### src/rtl/cbaPkg.sv
package cbaPkg;
  localparam int WORD_W = 16;

  typedef enum logic [1:0] {
    KIND_WORD = 2'd0,
    KIND_BYTE = 2'd1,
    KIND_BIT  = 2'd2,
    KIND_RSV  = 2'd3
  } accKind_e;

  typedef struct packed {
    logic [3:0]        wordIdx;
    logic              hiByte;
    logic [1:0]        laneMask;
    logic [WORD_W-1:0] bitMask;
    logic              memWe;
    logic              rdEn;
    logic              bitOp;
    logic              byteOp;
  } bankStrobe_t;
endpackage

### src/rtl/cbaCtrl.sv
module cbaCtrl
  import cbaPkg::*;
(
  input  logic        accValid,
  input  logic        accWrite,
  input  logic [1:0]  accKind,
  input  logic [3:0]  regIdx,
  input  logic [3:0]  bitIdx,
  output bankStrobe_t strb
);
  always_comb begin
    strb = '0;
    case (accKind_e'(accKind))
      KIND_BYTE: begin
        // byte register i aliases half of word register i>>1
        strb.wordIdx  = {1'b0, regIdx[3:1]};
        strb.hiByte   = regIdx[0];
        strb.laneMask = regIdx[0] ? 2'b10 : 2'b01;
        strb.byteOp   = 1'b1;
      end
      KIND_BIT: begin
        strb.wordIdx  = regIdx;
        strb.laneMask = bitIdx[3] ? 2'b10 : 2'b01;
        strb.bitMask  = WORD_W'(1) << bitIdx;
        strb.bitOp    = 1'b1;
      end
      default: begin
        strb.wordIdx  = regIdx;
        strb.laneMask = 2'b11;
      end
    endcase
    strb.memWe = accValid & accWrite;
    strb.rdEn  = accValid & ~accWrite;
  end
endmodule

### src/rtl/cbaDatapath.sv
module cbaDatapath
  import cbaPkg::*;
#(
  parameter int ADDR_W    = 16,
  parameter int MEM_WORDS = 64
) (
  input  logic              clk,
  input  logic              rstN,
  input  logic              cpWrEn,
  input  logic [ADDR_W-1:0] cpWrData,
  input  logic [WORD_W-1:0] wrData,
  input  bankStrobe_t       strb,
  output logic [ADDR_W-1:0] ramAddr,
  output logic [1:0]        byteLane,
  output logic [WORD_W-1:0] bitSel,
  output logic              rdValid,
  output logic [WORD_W-1:0] rdData
);
  localparam int MEM_AW = $clog2(MEM_WORDS);

  logic [ADDR_W-1:0] cpReg;
  logic [WORD_W-1:0] mem [MEM_WORDS];
  logic [MEM_AW-1:0] memIdx;
  logic [WORD_W-1:0] curWord;
  logic [WORD_W-1:0] newWord;
  logic [WORD_W-1:0] rdNext;

  // context pointer, forced even
  always_ff @(posedge clk) begin
    if (!rstN)       cpReg <= '0;
    else if (cpWrEn) cpReg <= cpWrData & ~ADDR_W'(1);
  end

  assign ramAddr  = cpReg + ADDR_W'({strb.wordIdx, 1'b0}) + ADDR_W'(strb.hiByte);
  assign byteLane = strb.laneMask;
  assign bitSel   = strb.bitMask;
  assign memIdx   = ramAddr[MEM_AW:1];
  assign curWord  = mem[memIdx];

  always_comb begin
    if (strb.bitOp)
      newWord = (curWord & ~strb.bitMask) | (wrData[0] ? strb.bitMask : '0);
    else if (strb.byteOp)
      newWord = strb.hiByte ? {wrData[7:0], curWord[7:0]} : {curWord[15:8], wrData[7:0]};
    else
      newWord = wrData;

    if (strb.bitOp)
      rdNext = {15'd0, |(curWord & strb.bitMask)};
    else if (strb.byteOp)
      rdNext = {8'd0, strb.hiByte ? curWord[15:8] : curWord[7:0]};
    else
      rdNext = curWord;
  end

  always_ff @(posedge clk) begin
    if (!rstN) begin
      for (int i = 0; i < MEM_WORDS; i++) mem[i] <= '0;
    end else if (strb.memWe) begin
      mem[memIdx] <= newWord;
    end
  end

  always_ff @(posedge clk) begin
    if (!rstN) begin
      rdValid <= 1'b0;
      rdData  <= '0;
    end else begin
      rdValid <= strb.rdEn;
      if (strb.rdEn) rdData <= rdNext;
    end
  end
endmodule

### src/rtl/ctxBankAddresser.sv
module ctxBankAddresser
  import cbaPkg::*;
#(
  parameter int ADDR_W    = 16,
  parameter int MEM_WORDS = 64
) (
  input  logic              clk,
  input  logic              rstN,
  input  logic              cpWrEn,
  input  logic [ADDR_W-1:0] cpWrData,
  input  logic              accValid,
  input  logic              accWrite,
  input  logic [1:0]        accKind,
  input  logic [3:0]        regIdx,
  input  logic [3:0]        bitIdx,
  input  logic [15:0]       wrData,
  output logic [ADDR_W-1:0] ramAddr,
  output logic [1:0]        byteLane,
  output logic [15:0]       bitSel,
  output logic              rdValid,
  output logic [15:0]       rdData
);
  bankStrobe_t strb;

  cbaCtrl u_ctrl (
    .accValid(accValid),
    .accWrite(accWrite),
    .accKind (accKind),
    .regIdx  (regIdx),
    .bitIdx  (bitIdx),
    .strb    (strb)
  );

  cbaDatapath #(.ADDR_W(ADDR_W), .MEM_WORDS(MEM_WORDS)) u_dp (
    .clk     (clk),
    .rstN    (rstN),
    .cpWrEn  (cpWrEn),
    .cpWrData(cpWrData),
    .wrData  (wrData),
    .strb    (strb),
    .ramAddr (ramAddr),
    .byteLane(byteLane),
    .bitSel  (bitSel),
    .rdValid (rdValid),
    .rdData  (rdData)
  );
endmodule

### config.mk
export PLATFORM = sky130hd
export DESIGN_NAME = ctxBankAddresser
export DESIGN_NICKNAME = d
export VERILOG_FILES = /design/src/rtl/cbaPkg.sv /design/src/rtl/cbaCtrl.sv /design/src/rtl/cbaDatapath.sv /design/src/rtl/ctxBankAddresser.sv
export SDC_FILE = /design/constraint.sdc
export NUM_CORES = 2
export LEC_CHECK = 0
export CORE_MARGIN = 1
export CORE_UTILIZATION = 35
export CTS_CLUSTER_DIAMETER = 40
export DETAILED_ROUTE_END_ITERATION = 10
export SYNTH_ARGS = -nofsm -noshare
export SYNTH_HDL_FRONTEND = slang
export SYNTH_SLANG_ARGS = --single-unit
export TNS_END_PERCENT = 100
### constraint.sdc
create_clock -name clk -period 13.75 [get_ports clk]
set_input_delay 1.375 -clock clk [delete_from_list [all_inputs] [get_ports clk]]
set_output_delay 1.375 -clock clk [all_outputs]
set_load 0.02 [all_outputs]
# After elaboration in Yosys (flattened, before gate mapping)
# Memories as Yosys holds them, arrays and structs flattened.
# Index checks and enable logic that the tools add are counted.
dict set report word_totals {
  reg_bits 32
  mem_bits_rw 1024
  input_bits 47
  output_inout_bits 51
  memories 1
}
# memory depth word_bits rd rd_ports_with_merged_regs wr line_no
set mem_list {}
lappend mem_list {u_dp.mem 64 16 1 0 64 cbaDatapath.sv:22} ;# logic [WORD_W-1:0] mem [MEM_WORDS];
dict set report op_classes {
  mux 22
  n_bitwise 7
  eq_ne 2
  add_sub_neg 2
  n_reduce_logical 2
  shifts 1
}
# cell n
set op_table {}
lappend op_table {{16-bit 2-to-1 mux} 8}
lappend op_table {{16-bit AND} 2}
lappend op_table {{16-bit OR reduction} 2}
lappend op_table {{16-bit by 1-bit adder with 16-bit output} 1}
lappend op_table {{16-bit by 5-bit adder with 16-bit output} 1}
lappend op_table {{16-bit inverter} 1}
lappend op_table {{16-bit bitwise OR} 1}
lappend op_table {{1-bit by 4-bit left shift with 16-bit output (first input constant)} 1}
lappend op_table {{1-bit 2-to-1 mux} 8}
lappend op_table {{8-bit 2-to-1 mux} 1}
lappend op_table {{6-bit 2-to-1 mux} 1}
lappend op_table {{2-bit 2-to-1 mux} 2}
lappend op_table {{4-bit 2-to-1 mux} 1}
lappend op_table {{2-bit case mux with 2 select lines} 1}
lappend op_table {{1-bit AND} 2}
lappend op_table {{2-bit by 1-bit == test with 1-bit output (second input constant)} 1}
lappend op_table {{2-bit == test (second input constant)} 1}
lappend op_table {{1-bit inverter} 1}

# Longest topological paths before layout
# An unclocked memory read counts as a cell.
dict set report logic_depth {
  depth_word 9
  depth_mapped 26
  mapped_depth_nobuf 18
}

# Hierarchy
# Synthesis repeated with hierarchy kept, for this count alone.
dict set report unflattened {
  hier_cells 3620
  hier_area_um2 47916.0
}
# mod seq_area_each_um2 instances cells_each area_per_inst_um2
set modules_own_cells {}
lappend modules_own_cells {cbaDatapath 31390.1 1 3579 47654.5}
lappend modules_own_cells {cbaCtrl 0.0 1 41 261.5}

# Worst setup path after synthesis
# OpenSTA, ideal clock, no wires.
dict set report synth_timing {
  path_kind {input to register}
  from {input accKind[1]}
  to {memory u_dp.mem[61][0], enable pin}
  arrival_time_ns 5.852
  path_stages 21
  path_buffers 8
  slack_ns 7.526
  path_cell_list {inv_1 > ha_1 > clkbuf_1 > clkbuf_1 > nand2_1 > o21ai_0 > ha_1 > inv_1 > fa_1 > xor2_2 > inv_2 > buf_2 > buf_2 > buf_2 > buf_2 > buf_1 > nand2_1 > nor2_1 > nand2_1 > clkbuf_1 > nand2_1}
}
# item line_no
set synth_lines {}
lappend synth_lines {{start: declaration} ctxBankAddresser.sv:13} ;# input logic [1:0] accKind,
lappend synth_lines {{end: declaration} cbaDatapath.sv:22}

==> results.py <==
metrics = {
    "sta": {
        "slew_viol_final": 0,
        "setup-tns-final_ns": 0,
        "setup_viol": 0,
        "fin_skew_ns": 0.0421,
        "tightestPinTransition_ns": 1.14,
        "maxSlewHeadroom_pct": 23.6,
        "fmaxAchievable_mhz": 116,
        "fin_hold_ws_ns": 0.455,
        "period_minus_slack_ns": 8.63,
        "final_hold_viol_count": 0,
        "finalCritPeriodShare_pct": 62.7,
        "rsz0062_at_grt": "no",
    },
    "clocking": {
        "post-cts-setup-buffer-count": 0,
        "holdBufCountCts": 0,
        "clk_path_buf_depth": 3,
        "cts_resized": 0,
        "cts_tree": "built",
        "clock_tree.root_cell": "clkbuf_16",
        "clk_pin_slew_ns": 0.05,
        "cts_buffers": 136,
        "cts_max_level": 4,
        "clock-sinks": 1056,
        "insertion_delay_ns": 0.75,
    },
    "synth": {
        "ys_seq_elements": 1056,
        "synthSimpleGateAreaFrac_pct": 12.9,
        "synth_fa_ha_area_share_pct": 0.256,
        "synth_edf_count": 1024,
        "synth_common_cells": "nor2_1, edfxtp_1, nand2_1",
        "synthTopCellsByArea": "edfxtp_1, mux4_2, nor2_1, nand2_1, dfxtp_1",
        "synth_top_family_by_area": "multiplexers",
        "ys.flop_type": "edfxtp_1",
        "synth_top_area_share_pct": 65.4,
        "synthMuxAreaShare_pct": 14.0,
        "yosys.area.top_type": "edfxtp_1",
        "async_flop_share_pct": 0,
        "syn_nets": 3505,
        "ys_seq_area_share_pct": 66.8,
        "synth_compound_area_share_pct": 2.57,
        "synth_area_um2": 47000,
        "synth_cell_types": 72,
        "synthCells": 3449,
        "yosysWarnings": 0,
        "syn_area_per_cell_um2": 13.6,
        "yosysMostFrequentCell": "nor2_1",
        "yosys.area_share.xor_xnor_pct": 0.202,
    },
    "cells_and_area": {
        "num-fill-cells": 12157,
        "syn_to_final_growth_pct": 14.7,
        "multi_input_area_um2": 14300,
        "final_nets": 3487,
        "layout-drive-gt1-share_pct": 16.2,
        "seq_area_um2": 31400,
        "n_antenna_cell": 0,
    },
    "die": {
        "std_cell_rows": 134,
        "core_um2": 133000,
        "io_pins": 98,
        "dieArea_um2": 136000,
        "initial_core_util_pct": 35.3,
        "die-width_um": 368,
        "die_y_um": 368,
    },
    "critical_path": {
        "crit_end": "u_dp.mem[52][11]",
        "required_ns": 14.20,
        "arrival_ns": 9.08,
        "crit_cells": 19,
        "crit_path_top_delay_cell": "fa_4",
        "cp-start-kind": "input pin",
        "path_max_fanout": 64,
        "timing.rr.start": "u_dp.cpReg[1]",
        "reg2reg_to": "u_dp.mem[52][11]",
        "regToRegSetupSlack_ns": 6.95,
        "max_stage_delay_ns": 1.15,
        "worst-path-buf-inv": 7,
        "crit_start": "regIdx[0]",
        "worst_r2r_path_depth": 16,
        "crit_path_cell_trace": "clkdlybuf4s50_1 -> clkinv_1 -> o21ai_0 -> ha_4 -> inv_1 -> fa_4 -> clkinv_2 -> buf_4 -> nor2_2 -> buf_4 -> nand3_1 -> o2111a_1 -> o21ai_0 -> o211ai_1 -> mux2_2 -> mux2_2 -> o21ai_4 -> buf_4 -> nor2_1",
        "path_delay_family": "buffers and inverters",
        "path_common_cell": "buf_4",
        "crit_path_end_kind": "register",
        "crit_type": "input pin to register",
    },
    "power": {
        "powerDensity_nw_per_um2": 160,
        "p_comb_share_pct": 15.5,
        "p_leak_nw": 18.7,
        "p_int_mw": 6.24,
        "vdd_drop_max_mv": 0.0946,
        "clkPwrFrac_pct": 41.8,
        "p_sw_mw": 2.36,
        "p_sw_share_pct": 27.5,
        "seqPwrFrac_pct": 42.7,
    },
    "place": {
        "portBuffers": 96,
        "gp_congestion": 0.879,
        "hpwlAfterDp_um": 81000,
    },
    "min_path": {
        "hp-class": "register to register",
        "hold_path.startpoint": "u_dp.rdData[13]",
    },
    "detailed_routing": {
        "drt_pre_antenna_iters": 6,
        "ant_nets": 0,
        "dr_total_vias": 29369,
        "drc": 0,
        "drtIter0Drc": 3594,
        "viasPerCell": 5.54,
        "wirelength_um": 137000,
        "wl_per_cell_um": 25.9,
    },
    "grt": {
        "grt_overflow_total": 0,
        "grtUsageTotal_pct": 20.1,
        "grt_pass1_vias": 28647,
        "antenna_found_initial": 2,
        "grt_first_pass_wirelength_um": 200000,
        "grt_start_max_net_pins": 108,
    },
    "status": {
        "status": "complete, no violations",
    },
    "job": {
        "maxCapViolCount": 0,
    },
}
worst min path at each step:
stage                            to  slack (ns)  cells past startpoint
detailed placement  u_dp.rdData[12]        0.45                      2
global placement    u_dp.rdData[12]        0.45                      2
finish              u_dp.rdData[13]        0.46                      2
global route        u_dp.rdData[12]        0.48                      2
floorplan             u_dp.cpReg[1]        0.47                      2
CTS                 u_dp.rdData[12]        0.46                      2
flip-flops by register name, indices dropped and copies added (netlist names):
register	count
u_dp.cpReg	15
u_dp.mem	1024
u_dp.rdData	16
u_dp.rdValid	1
tightest hold or removal path, stage by stage (launching register included):
cell and delay [ns]:
dfxtp_1 0.30, nand2_1 0.05, a21oi_1 0.05
through the flow:
step	power [mW]	cell area [um2]	cells	utilization (%)	worst slack [ns]
2_1_floorplan	4.54	47000	3449	-	7.53
3_3_place_gp	5.05	49300	5061	37.0	4.57
3_5_place_dp	5.06	49300	5061	37.0	4.56
4_1_cts	8.63	53900	5304	40.4	5.30
5_1_grt	8.81	53900	5304	40.4	4.84
6_report	8.60	53900	5304	40.4	5.12
area by class of cell:
| type | count | share of cell area (%) |
|---|---|---|
| Sequential cell | 1056 | 58.2 |
| Clock inverter | 82 | 1.78 |
| Inverter | 21 | 0.163 |
| Tap cell | 1768 | 4.10 |
| Multi-Input combinational cell | 2066 | 26.4 |
| Timing Repair Buffer | 150 | 2.57 |
| Clock buffer | 161 | 6.69 |
power by group through the flow:
stage | Combinational (mW) | Sequential (mW) | Clock (mW)
global route | 1.38 | 3.68 | 3.75
global placement | 1.31 | 3.73 | 0
CTS | 1.32 | 3.67 | 3.63
finish | 1.33 | 3.67 | 3.60
detailed placement | 1.32 | 3.74 | 0
floorplan | 0.814 | 3.73 | 0
layout by cell type (no fill, tap or decap), types with 7 or more instances in the layout:
master           instances
mux2i_1                 58
buf_4                   52
nand3_1                 52
and3_1                   8
inv_1                   16
inv_6                   19
nand4_1                 12
dfxtp_1                 32
mux4_2                 258
nand2b_1                 8
a31oi_1                  9
clkinvlp_4               9
clkinv_2                13
clkdlybuf4s50_1         95
nor2_1                1098
mux2_2                  18
ha_1                     7
nand2_1                310
bufinv_16               15
a32oi_1                 18
xnor2_1                  8
o21ai_4                  9
clkbuf_1                20
nor4_1                  10
a21oi_1                 24
a22oi_1                 18
o211ai_1                13
clkbuf_16              141
o21ai_0                 18
nor3_1                  27
clkinv_1                17
edfxtp_1              1024
routing by layer:
metal | vias up | global-route usage [%] | share of wire (%)
li1 | 12526 | - | -
met1 | 15082 | 27.0 | 40
met2 | 1506 | 32.0 | 47
met3 | 253 | 4.32 | 9.2
met4 | 2 | 7.13 | 3.4
met5 | - | 0 | 0.015
cell families after synthesis:
| kind of cell | after synthesis |
|---|---|
| fa+ha+maj | 9 |
| mux | 334 |
| xor+xnor | 10 |
| compound gates | 162 |
| buf+inv | 327 |
| flops | 1056 |
| simple gates | 1551 |
Note: power is estimated with default switching activity, not from simulation.
